$ cat src/rtl/pps_nco_pkg.sv
package pps_nco_pkg;

    typedef enum logic [1:0] {
        S_ACQ   = 2'd0,
        S_TRACK = 2'd1,
        S_EVAL  = 2'd2
    } loop_st_t;

    // arithmetic right shift that rounds toward zero for both signs
    function automatic logic signed [63:0] shr_sym(input logic signed [63:0] x,
                                                   input int unsigned        s);
        logic signed [63:0] mag;
        mag = (x < 0) ? -x : x;
        mag = mag >>> s;
        return (x < 0) ? -mag : mag;
    endfunction

endpackage

$ cat src/rtl/pps_edge_det.sv
module pps_edge_det (
    input  logic clk,
    input  logic rst_n,
    input  logic pps_async,
    output logic pps_rise
);
    logic s1, s2, s3;

    always_ff @(posedge clk) begin
        if (!rst_n) begin
            s1 <= 1'b0;
            s2 <= 1'b0;
            s3 <= 1'b0;
        end else begin
            s1 <= pps_async;
            s2 <= s1;
            s3 <= s2;
        end
    end

    assign pps_rise = s2 & ~s3;


    rise_single_chk: assert property (@(posedge clk) disable iff (!rst_n)
        pps_rise |=> !pps_rise);

endmodule

$ cat src/rtl/nco_accum.sv
module nco_accum #(
    parameter int ACC_W = 32
) (
    input  logic             clk,
    input  logic             rst_n,
    input  logic [ACC_W-1:0] inc,
    output logic [ACC_W-1:0] acc,
    output logic             wrap,
    output logic             stb,
    output logic             msb
);
    logic [ACC_W:0] sum;

    assign sum  = {1'b0, acc} + {1'b0, inc};
    assign wrap = sum[ACC_W];
    assign msb  = acc[ACC_W-1];

    always_ff @(posedge clk) begin
        if (!rst_n) begin
            acc <= '0;
            stb <= 1'b0;
        end else begin
            acc <= sum[ACC_W-1:0];
            stb <= wrap;
        end
    end


    stb_pulse_chk: assert property (@(posedge clk) disable iff (!rst_n)
        stb |=> !stb);

endmodule

$ cat src/rtl/disc_ctrl.sv
module disc_ctrl
    import pps_nco_pkg::*;
#(
    parameter int              ACC_W      = 32,
    parameter logic [ACC_W-1:0] NOM_INC   = 32'd343597,
    parameter logic [ACC_W-1:0] INC_MIN   = 32'd339501,
    parameter logic [ACC_W-1:0] INC_MAX   = 32'd347693,
    parameter int              EXP_CNT    = 4000,
    parameter int              CNT_TOL    = 2,
    parameter int              PH_SHIFT   = 12,
    parameter int              DF_SHIFT   = 8,
    parameter int              FILT_SHIFT = 4,
    parameter int              LOCK_RUN   = 8,
    parameter longint          LOCK_THR   = 64'd16777216
) (
    input  logic             clk,
    input  logic             rst_n,
    input  logic             pps_rise,
    input  logic             wrap,
    input  logic [ACC_W-1:0] acc_val,
    output logic [ACC_W-1:0] inc_word,
    output logic             locked
);
    localparam int CNT_W = $clog2(EXP_CNT + CNT_TOL + 2) + 1;
    localparam int RUN_W = $clog2(LOCK_RUN + 1);
    localparam logic [CNT_W-1:0] CNT_LO  = CNT_W'(EXP_CNT - CNT_TOL);
    localparam logic [CNT_W-1:0] CNT_HI  = CNT_W'(EXP_CNT + CNT_TOL);
    localparam logic [CNT_W-1:0] CNT_SAT = {CNT_W{1'b1}};
    localparam logic [RUN_W-1:0] RUN_END = RUN_W'(LOCK_RUN);

    loop_st_t st, st_nx;

    logic [CNT_W-1:0] wrap_cnt, cap_cnt;
    logic [ACC_W-1:0] cap_phi, cap_dphi;
    logic [RUN_W-1:0] run;

    logic               cnt_ok, phi_ok;
    logic signed [63:0] phi_x, dphi_x, phi_abs, step, inc_calc;
    logic [ACC_W-1:0]   inc_clamped;

    // state register
    always_ff @(posedge clk) begin
        if (!rst_n) st <= S_ACQ;
        else        st <= st_nx;
    end

    // transitions: first edge, edge seen, update done
    always_comb begin
        st_nx = st;
        unique case (st)
            S_ACQ:   if (pps_rise) st_nx = S_TRACK;
            S_TRACK: if (pps_rise) st_nx = S_EVAL;
            S_EVAL:  st_nx = S_TRACK;
            default: st_nx = S_ACQ;
        endcase
    end

    // correction arithmetic
    always_comb begin
        phi_x    = 64'(signed'(cap_phi));
        dphi_x   = 64'(signed'(cap_dphi));
        phi_abs  = (phi_x < 0) ? -phi_x : phi_x;
        phi_ok   = phi_abs < LOCK_THR;
        cnt_ok   = (cap_cnt >= CNT_LO) && (cap_cnt <= CNT_HI);
        step     = shr_sym(shr_sym(phi_x, PH_SHIFT) + shr_sym(dphi_x, DF_SHIFT),
                           FILT_SHIFT);
        inc_calc = signed'(64'(inc_word)) - step;
        if (inc_calc < signed'(64'(INC_MIN)))      inc_clamped = INC_MIN;
        else if (inc_calc > signed'(64'(INC_MAX))) inc_clamped = INC_MAX;
        else                                      inc_clamped = ACC_W'(inc_calc);
    end

    // measurement and output registers
    always_ff @(posedge clk) begin
        if (!rst_n) begin
            wrap_cnt <= '0;
            cap_cnt  <= '0;
            cap_phi  <= '0;
            cap_dphi <= '0;
            run      <= '0;
            inc_word <= NOM_INC;
            locked   <= 1'b0;
        end else begin
            if (pps_rise) begin
                wrap_cnt <= wrap ? CNT_W'(1) : '0;
                cap_cnt  <= wrap_cnt;
                cap_phi  <= acc_val;
                cap_dphi <= acc_val - cap_phi;
            end else if (wrap && wrap_cnt != CNT_SAT) begin
                wrap_cnt <= wrap_cnt + 1'b1;
            end
            if (st == S_EVAL) begin
                if (!cnt_ok) begin
                    run    <= '0;
                    locked <= 1'b0;
                end else begin
                    inc_word <= inc_clamped;
                    if (!phi_ok) begin
                        run    <= '0;
                        locked <= 1'b0;
                    end else if (run != RUN_END) begin
                        run    <= run + 1'b1;
                        locked <= (run + 1'b1) == RUN_END;
                    end
                end
            end
        end
    end


    inc_range_chk: assert property (@(posedge clk) disable iff (!rst_n)
        (inc_word >= INC_MIN) && (inc_word <= INC_MAX));


    cnt_gate_chk: assert property (@(posedge clk) disable iff (!rst_n)
        (st == S_EVAL && !cnt_ok) |=> ($stable(inc_word) && !locked));


    inc_when_eval_chk: assert property (@(posedge clk) disable iff (!rst_n)
        !$stable(inc_word) |-> ($past(st) == S_EVAL));


    lock_rise_chk: assert property (@(posedge clk) disable iff (!rst_n)
        $rose(locked) |-> ($past(st) == S_EVAL));


    acq_hold_chk: assert property (@(posedge clk) disable iff (!rst_n)
        (st == S_ACQ) |=> $stable(inc_word));

endmodule

$ cat src/rtl/pps_nco_top.sv
module pps_nco_top #(
    parameter int              ACC_W      = 32,
    parameter logic [ACC_W-1:0] NOM_INC   = 32'd343597,
    parameter logic [ACC_W-1:0] INC_MIN   = 32'd339501,
    parameter logic [ACC_W-1:0] INC_MAX   = 32'd347693,
    parameter int              EXP_CNT    = 4000,
    parameter int              CNT_TOL    = 2,
    parameter int              PH_SHIFT   = 12,
    parameter int              DF_SHIFT   = 8,
    parameter int              FILT_SHIFT = 4,
    parameter int              LOCK_RUN   = 8,
    parameter longint          LOCK_THR   = 64'd16777216
) (
    input  logic             clk,
    input  logic             rst_n,
    input  logic             pps_in,
    output logic             samp_clk,
    output logic             samp_stb,
    output logic             locked,
    output logic [ACC_W-1:0] inc_word
);
    logic             pps_rise, wrap;
    logic [ACC_W-1:0] acc_val;

    pps_edge_det u_edge (
        .clk      (clk),
        .rst_n    (rst_n),
        .pps_async(pps_in),
        .pps_rise (pps_rise)
    );

    nco_accum #(.ACC_W(ACC_W)) u_nco (
        .clk  (clk),
        .rst_n(rst_n),
        .inc  (inc_word),
        .acc  (acc_val),
        .wrap (wrap),
        .stb  (samp_stb),
        .msb  (samp_clk)
    );

    disc_ctrl #(
        .ACC_W(ACC_W), .NOM_INC(NOM_INC), .INC_MIN(INC_MIN), .INC_MAX(INC_MAX),
        .EXP_CNT(EXP_CNT), .CNT_TOL(CNT_TOL), .PH_SHIFT(PH_SHIFT),
        .DF_SHIFT(DF_SHIFT), .FILT_SHIFT(FILT_SHIFT), .LOCK_RUN(LOCK_RUN),
        .LOCK_THR(LOCK_THR)
    ) u_ctrl (
        .clk     (clk),
        .rst_n   (rst_n),
        .pps_rise(pps_rise),
        .wrap    (wrap),
        .acc_val (acc_val),
        .inc_word(inc_word),
        .locked  (locked)
    );

endmodule

$ cat config.mk
export PLATFORM = sky130hd
export DESIGN_NAME = pps_nco_top
export DESIGN_NICKNAME = d
export VERILOG_FILES = /design/src/rtl/pps_nco_pkg.sv /design/src/rtl/pps_edge_det.sv /design/src/rtl/nco_accum.sv /design/src/rtl/disc_ctrl.sv /design/src/rtl/pps_nco_top.sv
export SDC_FILE = /design/constraint.sdc
export NUM_CORES = 1
export LEC_CHECK = 0
export BUFFER_PORTS_ARGS = -buffer_cell sky130_fd_sc_hd__buf_4
export CAP_MARGIN = 0
export CORE_MARGIN = 1
export CORE_UTILIZATION = 61
export DETAILED_ROUTE_END_ITERATION = 16
export GPL_TIMING_DRIVEN = 1
export HOLD_SLACK_MARGIN = 0.06
export PLACE_DENSITY_LB_ADDON = 0.1
export SYNTH_ARGS = -nofsm -noshare
export SYNTH_HDL_FRONTEND = slang
export SYNTH_SLANG_ARGS = --single-unit
$ cat constraint.sdc
create_clock -name clk -period 16.4 [get_ports clk]
set_input_delay 0.82 -clock clk [delete_from_list [all_inputs] [get_ports clk]]
set_output_delay 0.82 -clock clk [all_outputs]
set_load 0.01 [all_outputs]
* Yosys cells after proc, flatten, opt, wreduce, memory -nomap -nowiden *
Index checks and enable logic that the tools add are counted.
Widths: inputs -> output; s select.

storage, ports and cells
  output and inout port bits = 35
  logic and storage cells = 70
  flip-flop bits (word level) = 165
  bits of input ports = 3

cells by class
  equality and inequality tests = 8
  add/subtract/negate cells = 12
  bitwise gates (word level) = 2
  $lt $le $gt $ge = 8
  mux-type cells = 20
  reduce and logical (&&, ||, !) cells = 7

operators by type and width
  kind                   count
  $mux 64                6
  $neg 32->64            2
  $add 64x64->64         1
  $gt 64x20->1 const B   1
  $lt 32x1->1 const B    2
  $lt 64x1->1 const B    1
  $lt 64x20->1 const B   1
  $lt 64x26->1 const B   1
  $mux 32                2
  $neg 52->64            1
  $neg 56->64            1
  $neg 60->64            1
  $neg 64->64            1
  $sub 33x64->64         1
  $add 32x32->33         1
  $sub 32x32->32         1
  $mux 13                2
  $add 13x1->13 const B  1
  $ge 13x12->1 const B   1
  $le 13x12->1 const B   1
  $ne 13x13->1 const B   1
  $mux 4                 3
  $pmux 2 s3             1
  $reduce_and 2->1       3
  other kinds (14)       20

* Depth between registers and ports, before layout *
  word-level depth = 13
  mapped depth = 64
  gate-level depth less buffers = 56

* Hierarchy *
From an unflattened synthesis, not the netlist that was laid out.

unflattened totals
  cells, all modules = 3078
  area, all modules = 22492.8 um^2

by module, submodules not included
  module        seq. area each (um^2)  cells an instance  area an instance (um^2)  instances
  disc_ctrl     2582.5                 2745               19765.2                  1
  nco_accum     660.6                  326                2635.0                   1
  pps_edge_det  60.1                   7                  92.6                     1

* Least setup slack after synthesis *
No wires, ideal clock.

  path kind = register to register
  from = register u_ctrl.cap_phi[7]
  to = register u_ctrl.inc_word[14]
  cell stages (with the launch flop) = 59
  slack = 3494 ps
  path buffers = 8
  clock period less this slack = 12906 ps
  library setup time = 118 ps
  data required time = 16282 ps
  arrival time = 12788 ps
  path through = dfxtp_1 -> or4_4 -> or4_1 -> buf_2 -> nor2_1 -> nand3_1 -> nand2_1 -> mux2i_1 -> nand3_1 -> or2_2 -> nor3_1 -> o21ai_0 -> xnor2_1 -> ha_1 -> a21oi_1 -> o21ai_0 -> a221oi_2 -> o211ai_1 -> (+23 left out) -> a21o_1 -> a21oi_1 -> nor2_1 -> a211oi_1 -> o31ai_1 -> a211oi_1 -> o21ai_0 -> a21o_1 -> a21o_1 -> or4b_2 -> mux2_2 -> o2bb2ai_1 -> a21oi_1 -> a2111oi_1 -> o2111a_1 -> buf_2 -> nand4_1 -> a2bb2oi_1

on the way
  cells in the longest elaborated chain, start to end = 13
  elaborated cells on any way between the ends = 16
  those cells by class = 6 x add/sub; 4 x order compare; 6 x mux

RTL lines
  item                                               RTL line                              source
  start: declaration                                 disc_ctrl.sv:34                       logic [ACC_W-1:0] cap_phi, cap_dphi;
  start signal: assignment                           disc_ctrl.sv:87                       cap_phi <= acc_val;
  $neg 32->64 / $lt 32x1->1 (equally long branches)  pps_nco_pkg.sv:13, pps_nco_pkg.sv:15
  $mux 64                                            pps_nco_pkg.sv:13                     mag = (x < 0) ? -x : x;
  $neg 52->64                                        pps_nco_pkg.sv:15                     return (x < 0) ? -mag : mag;
  $mux 64 (*)                                        pps_nco_pkg.sv:15
  $add 64x64->64 (*)                                 disc_ctrl.sv:65                       step = shr_sym(shr_sym(phi_x, PH_SHIFT) + shr_sym(dphi_x, DF_SHIFT),
  $neg 64->64 / $lt 64x1->1 (equally long branches)  pps_nco_pkg.sv:13, pps_nco_pkg.sv:15
  $mux 64                                            pps_nco_pkg.sv:13
  $neg 60->64                                        pps_nco_pkg.sv:15
  $mux 64 (*)                                        pps_nco_pkg.sv:15
  $sub 33x64->64 (*)                                 disc_ctrl.sv:67                       inc_calc = signed'(64'(inc_word)) - step;
  $gt 64x20->1                                       disc_ctrl.sv:69                       else if (inc_calc > signed'(64'(INC_MAX))) inc_clamped = INC_MAX;
  $mux 32                                            disc_ctrl.sv:69
  $mux 32 (*)                                        disc_ctrl.sv:68                       if (inc_calc < signed'(64'(INC_MIN))) inc_clamped = INC_MIN;
  end signal: assignment                             disc_ctrl.sv:97                       inc_word <= inc_clamped;
  end: declaration                                   disc_ctrl.sv:21                       output logic [ACC_W-1:0] inc_word,

Every way passes the cells marked *; elsewhere a longest branch is shown, timed or not.
A chain may end at the register's enable or synchronous reset.

* Final worst setup path *
  from = register u_ctrl.cap_dphi[4]
  to = register u_ctrl.inc_word[4]

on the way
  cells in the longest elaborated chain, start to end = 13
  elaborated cells on any way between the ends = 16
  those cells by class = 6 x add/sub; 4 x order compare; 6 x mux

RTL lines
  item                                               RTL line                              source
  start: declaration                                 disc_ctrl.sv:34
  start signal: assignment                           disc_ctrl.sv:88                       cap_dphi <= acc_val - cap_phi;
  $neg 32->64 / $lt 32x1->1 (equally long branches)  pps_nco_pkg.sv:13, pps_nco_pkg.sv:15
  $mux 64                                            pps_nco_pkg.sv:13
  $neg 56->64                                        pps_nco_pkg.sv:15
  $mux 64 (*)                                        pps_nco_pkg.sv:15
  $add 64x64->64 (*)                                 disc_ctrl.sv:65
  $neg 64->64 / $lt 64x1->1 (equally long branches)  pps_nco_pkg.sv:13, pps_nco_pkg.sv:15
  $mux 64                                            pps_nco_pkg.sv:13
  $neg 60->64                                        pps_nco_pkg.sv:15
  $mux 64 (*)                                        pps_nco_pkg.sv:15
  $sub 33x64->64 (*)                                 disc_ctrl.sv:67
  $gt 64x20->1                                       disc_ctrl.sv:69
  $mux 32                                            disc_ctrl.sv:69
  $mux 32 (*)                                        disc_ctrl.sv:68

Marks and branches as above.

==> reports/qor.csv <==
stage,metric,value,unit
cts,path_clk_slew,80,ps
die,die_y,188,um
drt,wl_per_cell,21.5,um
worst_setup_path,startpoint,u_ctrl.cap_dphi[4],
sta,finalSetupTns,0,ps
sta,timing.final.crit_share,91.9,%
final_layout,final_area,22100,um2
placement,place_area,21500,um2
worst_setup_path,r2r-end,u_ctrl.inc_word[4],
final_layout,mostFrequentLayoutCell,nand2_1,
worst_setup_path,r2r_slack,1330,ps
worst_setup_path,cp_data_arrival_time,15450,ps
cts,cts_tree,done,
power,p_clk_share,18.4,%
worst_setup_path,reg2reg_from,u_ctrl.cap_dphi[4],
power,switching_share,50.6,%
worst_setup_path,slowest_delay,950,ps
synth,netlist_instances,2945,
die,initial_core_util,62.4,%
placement,place.gp.congestion,0.999,
grt,overflow,0,
worst_setup_path,crit_path_end,u_ctrl.inc_word[4],
synth,ys_seq_area_share,15.7,%
cts,cts-root-buf,clkbuf_16,
final_layout,nets,3066,
drt,wirelength,72100,um
worst_setup_path,cp.required,16780,ps
power,ir_worst_vdd,0.0000809,V
placement,place_inst,3323,
grt,grt_pass1_vias,20777,
final_layout,final_cell_mix,"297 x nand2_1, 260 x nor2_1, 214 x a21oi_1, 193 x o21ai_0",
sta,maxSlewViolCount,0,
sta,fmax,66.4,MHz
placement,port_buffers,37,
drt,vias,22996,
sta,grt_setup_unrepaired,no,
die,die_w,188,um
final_layout,syn2layout_area_growth,5.14,%
die,num_rows,67,
flow_run,drv_cap,0,
synth,synth-main-ff-cell,dfxtp_1,
sta,finalSetupViolations,0,
sta,max_slew_margin,3.11,%
worst_setup_path,crit_type,reg -> reg,
cts,postCtsSetupBuffers,0,
synth,synth_area,21000,um2
placement,hpwl,56100,um
worst_setup_path,crit_fanout,62,
sta,finalHoldViolCount,0,
status,status,"finished, final reports clean",
die,die_area,35200,um2
grt,antenna_found_initial,2,
drt,via_per_inst,6.85,
power,switchingPower,0.00117,W
power,power.internal,0.00114,W
synth,synth_seq_cells,165,
power,power_density,105,nW/um2
synth,synth_nets,3117,
grt,track_usage,39.9,%
worst_setup_path,cp-start-kind,register,
sta,post-route-min-period,15070,ps
final_layout,fin_cells,3355,
synth,synthDistinctLibCells,113,
sta,skew,19.1,ps
sta,worst_slack,1330,ps
power,total_power,0.00231,W
worst_setup_path,end_kind,register,
power,combPwrFrac,62.2,%
synth,synth_edf_count,0,
drt,antenna_left,0,
cts,cts.sinks,165,
drt,drtPass1Iterations,7,
power,seq_power_share,19.4,%
cts,cts_max_level,4,
sta,worstMarginPinSlew,1440,ps
drt,drt_iter0_drc,2904,
worst_setup_path,crit_slowest_cell,nor4_1,
power,p_leak,8.86,nW
min_path,hp-class,reg -> reg,
drt,post-route-drc-count,0,
synth,syn_area_per_cell,7.14,um2
final_layout,drive_above_1_share,6.71,%
final_layout,diodes,0,
grt,grt_max_degree,63,
cts,numCtsBuffers,17,
grt,grt_first_pass_wirelength,114000,um
cts,clock_latency,450,ps
die,core,33700,um2
synth,ys_warn_count,0,
cts,clk_path_buf_depth,2,
synth,async_flop_share,0,%
placement,pre_cts_ws,1440,ps
die,io_pins,38,
worst_setup_path,r2r_cells,54,
## worst min-delay path by stage
stage	startpoint	to	depth (start not counted)
after CTS	u_edge.s1	u_edge.s2	1
final	u_edge.s1	u_edge.s2	1
after global placement	u_ctrl.st[1]	u_ctrl.st[1]	1
after floorplan	u_edge.s1	u_edge.s2	1
after detailed placement	u_edge.s1	u_edge.s2	1
after global routing	u_edge.s1	u_edge.s2	1
## power groups by stage
| stage | Sequential [W] | Combinational, W | Clock [W] |
|---|---|---|---|
| 4_1_cts | 0.000446 | 0.00138 | 0.000426 |
| 5_1_grt | 0.000450 | 0.00155 | 0.000443 |
| 2_1_floorplan | 0.000443 | 0.00107 | 0 |
| 3_3_place_gp | 0.000455 | 0.00135 | 0 |
| 3_5_place_dp | 0.000456 | 0.00137 | 0 |
| 6_report | 0.000448 | 0.00144 | 0.000425 |
## area by class of cell
cell class	instances	area [um2]
flip-flops and latches	165	3300
repair buffers	57	428
clock inverters	14	186
multi-input cells	2541	16800
clock buffers	18	439
inverters	112	420
fillers	3115	11600
well taps	448	561
## cell families after synthesis
family | count (synthesis) | share of synthesized area [%]
adders and majority gates | 169 | 10.2
muxes | 38 | 1.88
AOI/OAI and AO/OA | 866 | 27.4
xor gates and xnor gates | 230 | 9.78
buffers and inverters | 239 | 4.69
and+or+nand+nor | 1238 | 30.3
DFF | 165 | 15.7
## layer usage
| layer | vias to the layer above | part of all wire (%) | wire [um] | GRT usage [%] |
|---|---|---|---|---|
| li1 | 10784 | - | - | - |
| met1 | 10855 | 45 | 32500 | 58.6 |
| met2 | 1216 | 41 | 29700 | 58.7 |
| met4 | 0 | 3.1 | 2200 | 12.6 |
| met3 | 141 | 11 | 7710 | 6.78 |
| met5 | - | 0 | 0 | 0 |
## through the flow
step	hold slack (ps)	util [%]
6_report	446	65.6
5_1_grt	447	65.6
4_1_cts	446	65.5
3_5_place_dp	428	63.7
3_3_place_gp	421	63.7
2_1_floorplan	412	-
## state kept, by name, summed over array words and instances (netlist names)
| name | count |
|---|---|
| u_ctrl.cap_dphi | 32 |
| u_ctrl.cap_phi | 32 |
| u_ctrl.inc_word | 32 |
| u_nco.acc | 32 |
| u_ctrl.cap_cnt | 13 |
| u_ctrl.wrap_cnt | 13 |
| u_ctrl.run | 4 |
| u_ctrl.st | 2 |
| u_ctrl.locked | 1 |
| u_edge.s1 | 1 |
| u_edge.s2 | 1 |
| u_edge.s3 | 1 |
| u_nco.stb | 1 |
## critical path, delay by kind of cell, from the launching register on
kind / cells / cell delay, ps
XOR/XNOR: 5 / 900
flip-flops: 1 / 320
adder cells (fa/ha/maj): 4 / 1290
AND/OR/NAND/NOR: 23 / 6230
AO/OA/AOI/OAI: 22 / 6210
## synthesized netlist by cell type, types with 25 or more instances
cell type | number | share of area, %
nor2_1 | 262 | 4.7
o21ai_0 | 193 | 4.6
xor2_1 | 78 | 3.3
nor3_1 | 101 | 2.4
or3_1 | 50 | 1.5
a211oi_1 | 33 | 1.2
a21oi_1 | 214 | 5.1
dfxtp_1 | 165 | 16
or2_2 | 30 | 0.89
mux2i_1 | 27 | 1.3
and2_1 | 58 | 1.7
a21o_1 | 51 | 1.8
clkbuf_1 | 92 | 1.6
inv_1 | 108 | 1.9
and3_1 | 61 | 1.8
o31ai_1 | 32 | 1.1
nand3_1 | 115 | 2.7
nand4_1 | 65 | 1.9
o21a_1 | 48 | 1.7
ha_1 | 165 | 9.8
nand2_1 | 297 | 5.3
nor2b_1 | 27 | 0.80
xnor2_1 | 148 | 6.2
nor4_1 | 37 | 1.1
nand2b_1 | 25 | 0.74
## repair_timing
item / in CTS / in global routing
gates resized for setup: 0 / 1
hold buffers: 0 / 0
setup endpoints to repair: 0 / 15
hold endpoints to repair: 0 / 0
Power figures use the tool's default switching activity.
